<file path="src/rtl/nor_cmd_pkg.sv">
package nor_cmd_pkg;

    localparam int KEY_W = 15;

    localparam logic [KEY_W-1:0] KEY_ADDR_A = 15'h5555;
    localparam logic [KEY_W-1:0] KEY_ADDR_B = 15'h2AAA;

    localparam logic [7:0] CODE_UNL1  = 8'hAA;
    localparam logic [7:0] CODE_UNL2  = 8'h55;
    localparam logic [7:0] CODE_PROG  = 8'hA0;
    localparam logic [7:0] CODE_ERASE = 8'h80;
    localparam logic [7:0] CODE_ID    = 8'h90;
    localparam logic [7:0] CODE_QRY   = 8'h98;
    localparam logic [7:0] CODE_EXIT  = 8'hF0;
    localparam logic [7:0] CODE_SECT  = 8'h30;
    localparam logic [7:0] CODE_BLK   = 8'h50;
    localparam logic [7:0] CODE_CHIP  = 8'h10;

    typedef enum logic [1:0] {
        MODE_READ  = 2'd0,
        MODE_ID    = 2'd1,
        MODE_QUERY = 2'd2,
        MODE_BUSY  = 2'd3
    } mode_e;

    typedef enum logic [1:0] {
        OP_PROG = 2'd0,
        OP_SECT = 2'd1,
        OP_BLK  = 2'd2,
        OP_CHIP = 2'd3
    } op_kind_e;

    typedef enum logic [2:0] {
        SQ_IDLE,
        SQ_UNL1,
        SQ_UNL2,
        SQ_PROG,
        SQ_ERA1,
        SQ_ERA2,
        SQ_ERA3
    } seq_e;

    typedef struct packed {
        logic [KEY_W-1:0] key;
        logic [7:0]       code;
    } beat_t;

    function automatic logic beat_is(beat_t b, logic [KEY_W-1:0] k, logic [7:0] c);
        return (b.key == k) && (b.code == c);
    endfunction

    // Query string word for offset 0..2 past the query base
    function automatic logic [15:0] qry_word(logic [1:0] idx);
        case (idx)
            2'd0:    return 16'h0051;
            2'd1:    return 16'h0052;
            2'd2:    return 16'h0059;
            default: return 16'h0000;
        endcase
    endfunction

endpackage

</file>
<file path="src/rtl/nor_busy_timer.sv">
module nor_busy_timer
    import nor_cmd_pkg::*;
#(
    parameter int PROG_CYC = 12,
    parameter int SECT_CYC = 20,
    parameter int BLK_CYC  = 24,
    parameter int CHIP_CYC = 28
) (
    input  logic     clk_i,
    input  logic     rst_i,
    input  logic     start_i,
    input  op_kind_e kind_i,
    output logic     busy_o
);
    localparam int MAX_AB = (PROG_CYC > SECT_CYC) ? PROG_CYC : SECT_CYC;
    localparam int MAX_CD = (BLK_CYC > CHIP_CYC) ? BLK_CYC : CHIP_CYC;
    localparam int MAX_C  = (MAX_AB > MAX_CD) ? MAX_AB : MAX_CD;
    localparam int CNT_W  = $clog2(MAX_C + 1);

    logic [CNT_W-1:0] cnt_q;
    logic [CNT_W-1:0] load;

    always_comb begin
        case (kind_i)
            OP_PROG: load = CNT_W'(PROG_CYC);
            OP_SECT: load = CNT_W'(SECT_CYC);
            OP_BLK:  load = CNT_W'(BLK_CYC);
            default: load = CNT_W'(CHIP_CYC);
        endcase
    end

    always_ff @(posedge clk_i) begin
        if (rst_i) begin
            cnt_q <= '0;
        end else if (start_i) begin
            cnt_q <= load;
        end else if (cnt_q != '0) begin
            cnt_q <= cnt_q - CNT_W'(1);
        end
    end

    assign busy_o = (cnt_q != '0);


    start_busy_chk: assert property (@(posedge clk_i) disable iff (rst_i)
        start_i |=> busy_o);

endmodule

</file>
<file path="src/rtl/nor_seq_fsm.sv">
module nor_seq_fsm
    import nor_cmd_pkg::*;
#(
    parameter int ADDR_W   = 19,
    parameter int SECT_LSB = 11,
    parameter int BLK_LSB  = 15
) (
    input  logic              clk_i,
    input  logic              rst_i,
    input  logic              wr_stb_i,
    input  logic [ADDR_W-1:0] wr_addr_i,
    input  logic [15:0]       wr_data_i,
    input  logic              busy_i,
    output mode_e             base_mode_o,
    output logic              start_o,
    output op_kind_e          start_kind_o,
    output logic              req_o,
    output op_kind_e          req_kind_o,
    output logic [ADDR_W-1:0] req_addr_o,
    output logic [15:0]       req_data_o
);
    localparam logic [ADDR_W-1:0] SECT_MASK = ~((ADDR_W'(1) << SECT_LSB) - ADDR_W'(1));
    localparam logic [ADDR_W-1:0] BLK_MASK  = ~((ADDR_W'(1) << BLK_LSB) - ADDR_W'(1));

    seq_e              seq_q, seq_n;
    mode_e             base_q, base_n;
    logic              req_n;
    op_kind_e          kind_n;
    logic [ADDR_W-1:0] addr_n;
    logic [15:0]       data_n;
    logic              accept;
    beat_t             beat;
    logic              unl1, unl2;

    assign accept = wr_stb_i && !busy_i;
    assign beat   = '{key: wr_addr_i[KEY_W-1:0], code: wr_data_i[7:0]};
    assign unl1   = beat_is(beat, KEY_ADDR_A, CODE_UNL1);
    assign unl2   = beat_is(beat, KEY_ADDR_B, CODE_UNL2);

    always_comb begin
        seq_n  = seq_q;
        base_n = base_q;
        req_n  = 1'b0;
        kind_n = OP_PROG;
        addr_n = '0;
        data_n = '0;
        if (accept) begin
            if (base_q != MODE_READ) begin
                // Sub-mode: only exits are honoured
                if (beat.code == CODE_EXIT) begin
                    base_n = MODE_READ;
                    seq_n  = SQ_IDLE;
                end else if (seq_q == SQ_IDLE && unl1) begin
                    seq_n = SQ_UNL1;
                end else if (seq_q == SQ_UNL1 && unl2) begin
                    seq_n = SQ_UNL2;
                end else begin
                    seq_n = SQ_IDLE;
                end
            end else begin
                seq_n = SQ_IDLE;
                case (seq_q)
                    SQ_IDLE: if (unl1) seq_n = SQ_UNL1;
                    SQ_UNL1: if (unl2) seq_n = SQ_UNL2;
                    SQ_UNL2: begin
                        if (beat.key == KEY_ADDR_A) begin
                            case (beat.code)
                                CODE_PROG:  seq_n  = SQ_PROG;
                                CODE_ERASE: seq_n  = SQ_ERA1;
                                CODE_ID:    base_n = MODE_ID;
                                CODE_QRY:   base_n = MODE_QUERY;
                                default:    seq_n  = SQ_IDLE;
                            endcase
                        end
                    end
                    SQ_PROG: begin
                        req_n  = 1'b1;
                        kind_n = OP_PROG;
                        addr_n = wr_addr_i;
                        data_n = wr_data_i;
                    end
                    SQ_ERA1: if (unl1) seq_n = SQ_ERA2;
                    SQ_ERA2: if (unl2) seq_n = SQ_ERA3;
                    SQ_ERA3: begin
                        if (beat.code == CODE_SECT) begin
                            req_n  = 1'b1;
                            kind_n = OP_SECT;
                            addr_n = wr_addr_i & SECT_MASK;
                            data_n = 16'hFFFF;
                        end else if (beat.code == CODE_BLK) begin
                            req_n  = 1'b1;
                            kind_n = OP_BLK;
                            addr_n = wr_addr_i & BLK_MASK;
                            data_n = 16'hFFFF;
                        end else if (beat_is(beat, KEY_ADDR_A, CODE_CHIP)) begin
                            req_n  = 1'b1;
                            kind_n = OP_CHIP;
                            addr_n = '0;
                            data_n = 16'hFFFF;
                        end
                    end
                    default: seq_n = SQ_IDLE;
                endcase
            end
        end
    end

    always_ff @(posedge clk_i) begin
        if (rst_i) begin
            seq_q      <= SQ_IDLE;
            base_q     <= MODE_READ;
            req_o      <= 1'b0;
            req_kind_o <= OP_PROG;
            req_addr_o <= '0;
            req_data_o <= '0;
        end else begin
            seq_q      <= seq_n;
            base_q     <= base_n;
            req_o      <= req_n;
            req_kind_o <= kind_n;
            req_addr_o <= addr_n;
            req_data_o <= data_n;
        end
    end

    assign base_mode_o  = base_q;
    assign start_o      = req_n;
    assign start_kind_o = kind_n;


    busy_no_req_chk: assert property (@(posedge clk_i) disable iff (rst_i)
        busy_i |=> !req_o);


    sub_exit_chk: assert property (@(posedge clk_i) disable iff (rst_i)
        (base_q != MODE_READ && wr_stb_i && !busy_i && wr_data_i[7:0] == CODE_EXIT)
        |=> base_q == MODE_READ);


    sect_align_chk: assert property (@(posedge clk_i) disable iff (rst_i)
        (req_o && req_kind_o == OP_SECT) |-> (req_addr_o & ~SECT_MASK) == '0);


    blk_align_chk: assert property (@(posedge clk_i) disable iff (rst_i)
        (req_o && req_kind_o == OP_BLK) |-> (req_addr_o & ~BLK_MASK) == '0);

endmodule

</file>
<file path="src/rtl/nor_id_rom.sv">
module nor_id_rom
    import nor_cmd_pkg::*;
#(
    parameter int          ADDR_W   = 19,
    parameter logic [15:0] MFR_CODE = 16'h00BF,
    parameter logic [15:0] DEV_CODE = 16'h00C3,
    parameter int          QRY_BASE = 16
) (
    input  mode_e             mode_i,
    input  logic [ADDR_W-1:0] rd_addr_i,
    output logic [15:0]       rd_data_o
);
    logic [ADDR_W-1:0] qry_off;

    assign qry_off = rd_addr_i - ADDR_W'(QRY_BASE);

    always_comb begin
        rd_data_o = '0;
        case (mode_i)
            MODE_ID: begin
                if (rd_addr_i == ADDR_W'(0))      rd_data_o = MFR_CODE;
                else if (rd_addr_i == ADDR_W'(1)) rd_data_o = DEV_CODE;
            end
            MODE_QUERY: begin
                if (qry_off < ADDR_W'(3)) rd_data_o = qry_word(qry_off[1:0]);
            end
            default: rd_data_o = '0;
        endcase
    end

endmodule

</file>
<file path="src/rtl/nor_cmd_decoder.sv">
module nor_cmd_decoder
    import nor_cmd_pkg::*;
#(
    parameter int          ADDR_W   = 19,
    parameter int          SECT_LSB = 11,
    parameter int          BLK_LSB  = 15,
    parameter int          PROG_CYC = 12,
    parameter int          SECT_CYC = 20,
    parameter int          BLK_CYC  = 24,
    parameter int          CHIP_CYC = 28,
    parameter logic [15:0] MFR_CODE = 16'h00BF,
    parameter logic [15:0] DEV_CODE = 16'h00C3
) (
    input  logic              clk,
    input  logic              rst,
    input  logic              wr_stb,
    input  logic [ADDR_W-1:0] wr_addr,
    input  logic [15:0]       wr_data,
    input  logic [ADDR_W-1:0] rd_addr,
    output logic [15:0]       rd_data,
    output logic [1:0]        mode,
    output logic              op_req,
    output logic [1:0]        op_kind,
    output logic [ADDR_W-1:0] op_addr,
    output logic [15:0]       op_data
);
    mode_e    base_mode;
    mode_e    cur_mode;
    logic     busy;
    logic     start;
    op_kind_e start_kind;
    op_kind_e req_kind;

    nor_seq_fsm #(
        .ADDR_W   (ADDR_W),
        .SECT_LSB (SECT_LSB),
        .BLK_LSB  (BLK_LSB)
    ) u_fsm (
        .clk_i        (clk),
        .rst_i        (rst),
        .wr_stb_i     (wr_stb),
        .wr_addr_i    (wr_addr),
        .wr_data_i    (wr_data),
        .busy_i       (busy),
        .base_mode_o  (base_mode),
        .start_o      (start),
        .start_kind_o (start_kind),
        .req_o        (op_req),
        .req_kind_o   (req_kind),
        .req_addr_o   (op_addr),
        .req_data_o   (op_data)
    );

    nor_busy_timer #(
        .PROG_CYC (PROG_CYC),
        .SECT_CYC (SECT_CYC),
        .BLK_CYC  (BLK_CYC),
        .CHIP_CYC (CHIP_CYC)
    ) u_timer (
        .clk_i   (clk),
        .rst_i   (rst),
        .start_i (start),
        .kind_i  (start_kind),
        .busy_o  (busy)
    );

    assign cur_mode = busy ? MODE_BUSY : base_mode;

    nor_id_rom #(
        .ADDR_W   (ADDR_W),
        .MFR_CODE (MFR_CODE),
        .DEV_CODE (DEV_CODE)
    ) u_rom (
        .mode_i    (cur_mode),
        .rd_addr_i (rd_addr),
        .rd_data_o (rd_data)
    );

    assign mode    = cur_mode;
    assign op_kind = req_kind;


    req_busy_chk: assert property (@(posedge clk) disable iff (rst)
        op_req |-> cur_mode == MODE_BUSY);

endmodule

</file>
<file path="config.mk">
export PLATFORM = sky130hd
export DESIGN_NAME = nor_cmd_decoder
export DESIGN_NICKNAME = d
export VERILOG_FILES = /design/src/rtl/nor_cmd_pkg.sv /design/src/rtl/nor_busy_timer.sv /design/src/rtl/nor_seq_fsm.sv /design/src/rtl/nor_id_rom.sv /design/src/rtl/nor_cmd_decoder.sv
export SDC_FILE = /design/constraint.sdc
export NUM_CORES = 1
export LEC_CHECK = 0
export BUFFER_PORTS_ARGS = -buffer_cell sky130_fd_sc_hd__buf_2
export CAP_MARGIN = 20
export CORE_MARGIN = 1
export CORE_UTILIZATION = 37
export DETAILED_ROUTE_END_ITERATION = 8
export PLACE_DENSITY_LB_ADDON = 0.3
export SLEW_MARGIN = 40
export SYNTH_ARGS = -nofsm -noshare
export SYNTH_HDL_FRONTEND = slang
export SYNTH_HIERARCHICAL = 1
export SYNTH_SLANG_ARGS = --single-unit
</file>
<file path="constraint.sdc">
create_clock -name clk -period 2.7 [get_ports clk]
set_clock_uncertainty 0.1 [all_clocks]
set_input_delay 0.27 -clock clk [delete_from_list [all_inputs] [get_ports clk]]
set_output_delay 0.27 -clock clk [all_outputs]
set_load 0.02 [all_outputs]
</file>
# After elaboration in Yosys (flattened, before gate mapping)
# Index checks and enable logic that the tools add are counted.
# word_totals
output_inout_bits	56
reg_bits	48
# op_classes
bitwise_logic	1
muxes	44
order_cmp	1
n_eq_ne	26
n_reduce_logical	19
addsub	2
# op_table
operator	count
16-bit two-way mux	5
16-bit case mux with 2 select lines	2
8-bit == test (second input constant)	6
19-bit two-way mux	2
19-bit case mux with 2 select lines	1
2-bit two-way mux	13
7-bit case mux with 3 select lines	1
19-bit by 1-bit == test with 1-bit output (second input constant)	1
19-bit zero test	1
19-bit by 2-bit less-than comparator with 1-bit output (second input constant)	1
19-bit by 5-bit subtractor with 19-bit output (second input constant)	1
3-bit two-way mux	6
8-bit by 7-bit == test with 1-bit output (second input constant)	2
15-bit by 14-bit == test with 1-bit output (second input constant)	1
15-bit == test (second input constant)	1
3-bit case mux with 5 select lines	1
5-bit case mux with 3 select lines	1
5-bit two-way mux	2
3-bit == test (second input constant)	3
8-bit by 5-bit == test with 1-bit output (second input constant)	1
8-bit by 6-bit == test with 1-bit output (second input constant)	1
8-bit two-way mux	1
2-bit nonzero test	4
2-bit by 1-bit == test with 1-bit output (second input constant)	3
other kinds (18)	32

# Longest topological paths before layout
# depth
ltp_word	11
ltp_mapped	13
ltp_nobuf	11

# Cells and area by module
# Netlist, hierarchy kept.
# modules_own_cells
module	area_per_inst_um2	cells_per_inst	seq_area_each_um2	instances
nor_seq_fsm	1739.2	177	860.8	1
nor_id_rom	374.1	50	0.0	1
nor_busy_timer	275.3	31	100.1	1
nor_cmd_decoder	12.5	2	0.0	1

# Worst setup path after synthesis
# OpenSTA, ideal clock, no wires.
# synth_path
kind	register to output
from	reg u_timer.cnt_q[0]
to	out rd_data[5]
path_stages_with_launch	14
path_buffers	2
path_slack_ps	-718
arrival_time_ps	3048
cell_sequence	dfxtp_1 -> inv_1 -> ha_1 -> or4b_4 -> buf_6 -> or2_1 -> inv_1 -> ha_1 -> nor4_1 -> nand2_1 -> nor4b_1 -> nand2_1 -> nor2_1 -> buf_4
# synth_between
elab_chain_cells	4
elab_cells_between_ends	5
classes_between	eq/ne (2); mux (2); reduce/logical (1)
# synth_lines
element	line_no	source
start, declared	nor_busy_timer.sv:20	logic [CNT_W-1:0] cnt_q;
start signal, assigned	nor_busy_timer.sv:36	cnt_q <= load;
start signal, assigned	nor_busy_timer.sv:38	cnt_q <= cnt_q - CNT_W'(1);
5-bit nonzero test (*)	nor_busy_timer.sv:42	assign busy_o = (cnt_q != '0);
net busy	nor_cmd_decoder.sv:29	logic busy;
2-bit two-way mux (*)	nor_cmd_decoder.sv:67	assign cur_mode = busy ? MODE_BUSY : base_mode;
net mode[0]	nor_cmd_decoder.sv:21	output logic [1:0] mode,
2-bit == test / 2-bit by 1-bit == test with 1-bit output (equally long branches)	-	
16-bit case mux with 2 select lines (*)	nor_id_rom.sv:19	case (mode_i)
end, declared	nor_cmd_decoder.sv:20	output logic [15:0] rd_data,
# The timed path passes the listed nets; every way through them passes the cells marked *.

# Worst setup path in the final report
# layout_path
from	reg u_timer.cnt_q[0]
to	out rd_data[3]
# layout_between
elab_chain_cells	4
elab_cells_between_ends	5
classes_between	eq/ne (2); mux (2); reduce/logical (1)
# layout_lines
element	line_no
5-bit nonzero test (*)	nor_busy_timer.sv:42
net busy	nor_cmd_decoder.sv:29
2-bit two-way mux (*)	nor_cmd_decoder.sv:67
2-bit == test / 2-bit by 1-bit == test with 1-bit output (equally long branches)	-
16-bit case mux with 2 select lines (*)	nor_id_rom.sv:19
# Marks and branches as above.

==> impl_metrics.env <==
export IMPL_cts_hold_buf=0
export IMPL_placed_cells=442
export IMPL_start_util_pct=39.4
export IMPL_pwr_share_seq_pct=39.2
export IMPL_crit_path_top_delay_cell="or4b_4"
export IMPL_antenna_left=0
export IMPL_synthArstFlopShare_pct=0
export IMPL_firstDrtPassIters=4
export IMPL_hpwl_mm=4.54
export IMPL_critPathLaunch="u_timer/cnt_q[0]"
export IMPL_drc=0
export IMPL_critPathMaxFanout=7
export IMPL_syn_inst=260
export IMPL_final_max_slew_viol_count=0
export IMPL_worst_hold_slack_ns=0.0706
export IMPL_io_buffers=104
export IMPL_finalWirelength_mm=5.92
export IMPL_min_to="u_fsm/req_addr_o[15]"
export IMPL_holdPathStages=2
export IMPL_setup_ws_ns=-0.654
export IMPL_crit_type="reg -> out"
export IMPL_grt_pass1_vias=2044
export IMPL_grt_max_degree=15
export IMPL_synth_seq_area_share_pct=40.0
export IMPL_fin_crit_ns=3.35
export IMPL_antenna_found_initial=0
export IMPL_status="finished with violations"
export IMPL_hp_start="wr_addr[15]"
export IMPL_core_area_mm2=0.00610
export IMPL_clk_latency_ns=0.29
export IMPL_yosys_register_bits=48
export IMPL_r2r_end="u_timer/cnt_q[4]"
export IMPL_layout_drive_gt1_share_pct=42.1
export IMPL_grt_overflow=0
export IMPL_cts_buffers=5
export IMPL_r2r_cells=11
export IMPL_cts_tree="built"
export IMPL_holdCritPathClass="in -> reg"
export IMPL_violations="setup timing"
export IMPL_path_cells="inv_2, ha_4, or4b_4, or2_4, inv_2, ha_4, nor4_2, nand2_1, buf_6, nor4b_4, nand2_4, a21oi_2, buf_6"
export IMPL_clock_sinks=48
export IMPL_die_w_um=82.6
export IMPL_ys_warn_count=6
export IMPL_ys_flop_type="dfxtp_1"
export IMPL_clk_pin_slew_ns=0.09
export IMPL_worstPathArrival_ns=2.98
export IMPL_routedWlPerCell_um=13.1
export IMPL_finalNonFillerCells=453
export IMPL_r2r_slack_ns=0.27
export IMPL_p_clk_share_pct=25.9
export IMPL_ys_types=58
export IMPL_avgSynthCellArea_um2=9.23
export IMPL_leakagePower_nw=1.52
export IMPL_finalCritPeriodShare_pct=124
export IMPL_cp_start_kind="flip-flop"
export IMPL_combPwrFrac_pct=34.9
export IMPL_rows=28
export IMPL_powerDensity_mw_per_mm2=587
export IMPL_place_congestion=0.908
export IMPL_r2r_start="u_timer/cnt_q[0]"
export IMPL_drt_iter0_markers=88
export IMPL_setup_viol=8
export IMPL_synth_area_mm2=0.00240
export IMPL_fmax_mhz=298
export IMPL_track_usage_pct=17.4
export IMPL_rsz0062_at_grt="true"
export IMPL_cap_violations=0
export IMPL_critPathRequiredTime_ns=2.33
export IMPL_vdd_ir_drop_max_mv=0.336
export IMPL_clockBufferDepth=2
export IMPL_cp_end_kind="output port"
export IMPL_slowest_delay_ns=0.46
export IMPL_die_area_mm2=0.00682
export IMPL_antenna_cells=0
export IMPL_p_int_w=0.00136
export IMPL_viasPerCell=4.94
export IMPL_syn_to_final_growth_pct=38.4
export IMPL_pin_count=113
export IMPL_fill_cells=606
export IMPL_fp_dieH_um=82.6
export IMPL_finalHoldViolCount=0
export IMPL_nets=438
export IMPL_swShare_pct=30.3
export IMPL_power_switching_w=0.000590
export IMPL_synth_edf_count=0
export IMPL_root_buffer="clkbuf_8"
export IMPL_vias=2239
export IMPL_grt_pass1_wl_mm=9.22
export IMPL_h_tree_depth=2
[cell usage in the layout, fill, tap and decap left out, types with 3 or more instances in the layout]
cell / instances
a21oi_1: 10
and2_1: 21
buf_2: 96
buf_4: 14
buf_6: 10
clkbuf_8: 5
conb_1: 8
dfxtp_1: 47
inv_1: 8
inv_2: 4
nand2_1: 21
nand3_1: 6
nand3b_1: 4
nand4_1: 5
nor2_1: 18
nor2b_1: 4
nor3_1: 5
nor4_1: 4
nor4b_4: 3
nor4bb_1: 5
o21a_1: 13
o21ai_0: 3
xnor2_1: 3
[state kept, by name, indices dropped and copies added (netlist names)]
| signal | count |
|---|---|
| u_fsm/seq_q | 3 |
| u_fsm/req_o | 1 |
| u_fsm/req_kind_o | 2 |
| u_fsm/req_addr_o | 19 |
| u_timer/cnt_q | 5 |
| u_fsm/base_mode_o | 2 |
| u_fsm/req_data_o | 16 |
[layer usage]
layer,routed length (µm),global-route usage (%)
met5,0,0
met4,31,3.79
met3,413,3.63
met2,2870,30.4
met1,2610,22.0
[power by group through the flow]
stage	combinational [W]	clock, W	sequential, W
floorplan	0.000450	0	0.000778
global placement	0.000629	0	0.000779
detailed placement	0.000659	0	0.000782
CTS	0.000692	0.000521	0.000765
global route	0.000766	0.000547	0.000768
finish	0.000681	0.000505	0.000765
[worst max-delay path, delay by kind of cell (launching register included)]
kind,cells,cell delay [ns]
AO/OA/AOI/OAI,1,0.19
adder cells (fa/ha/maj),2,0.32
buffers and inverters,4,0.41
flip-flops,1,0.33
AND/OR/NAND/NOR,6,1.43
[worst max path at each step]
stage,slack (ns),to,cells past startpoint
CTS,-0.63,rd_data[1],12
floorplan,-0.45,rd_data[5],13
global placement,-0.35,rd_data[1],12
detailed placement,-0.44,rd_data[1],12
global route,-0.76,rd_data[1],12
finish,-0.65,rd_data[3],13
[repair_timing]
action | CTS | global route
pin swaps | 10 | 3
resized for setup | 20 | 2
endpoints found under the setup margin | 8 | 8
setup buffers | 3 | 0
[metrics by stage]
step	setup slack [ns]	util (%)	TNS [ns]	power, W	area [µm²]
floorplan	-0.455	-	-2.92	0.00123	2510
global placement	-0.346	51.1	-2.24	0.00141	3110
detailed placement	-0.444	51.1	-2.82	0.00144	3110
CTS	-0.632	54.4	-4.70	0.00198	3310
global route	-0.755	54.5	-5.74	0.00208	3320
finish	-0.654	54.5	-4.92	0.00195	3320
[cell usage after synthesis, drive strengths merged (4+ instances only)]
| master | n | area share (%) |
|---|---|---|
| a21oi | 12 | 3.0 |
| and2 | 21 | 5.5 |
| buf | 15 | 4.7 |
| dfxtp | 48 | 40 |
| ha | 4 | 2.1 |
| inv | 12 | 1.9 |
| nand2 | 22 | 3.4 |
| nand3 | 7 | 1.7 |
| nand3b | 4 | 1.3 |
| nand4 | 6 | 2.2 |
| nor2 | 19 | 3.0 |
| nor2b | 4 | 1.0 |
| nor3 | 5 | 1.0 |
| nor4 | 5 | 1.3 |
| nor4b | 5 | 3.1 |
| nor4bb | 5 | 2.1 |
| o21a | 13 | 4.1 |
| o21ai | 6 | 1.3 |
[logic make-up after synthesis]
kind of cell / count (synthesis) / share of synthesized area, %
AO/OA/AOI/OAI: 47 / 15.1
XOR/XNOR: 5 / 1.82
adder cells (fa/ha/maj): 4 / 2.08
buffers and inverters: 30 / 7.03
flip-flops: 48 / 40.0
multiplexers: 1 / 0.417
other: 1 / 0.156
AND/OR/NAND/NOR: 124 / 33.4
[cell type report]
class | instances | area (µm²) | area share, %
clock inverters | 2 | 35.0 | 1.05
inverters | 12 | 45.0 | 1.36
well taps | 75 | 93.8 | 2.82
flip-flops and latches | 48 | 962 | 29.0
repair buffers | 121 | 718 | 21.6
clock buffers | 6 | 72.6 | 2.18
multi-input cells | 189 | 1400 | 42.0
(Power assumes the default switching activity.)
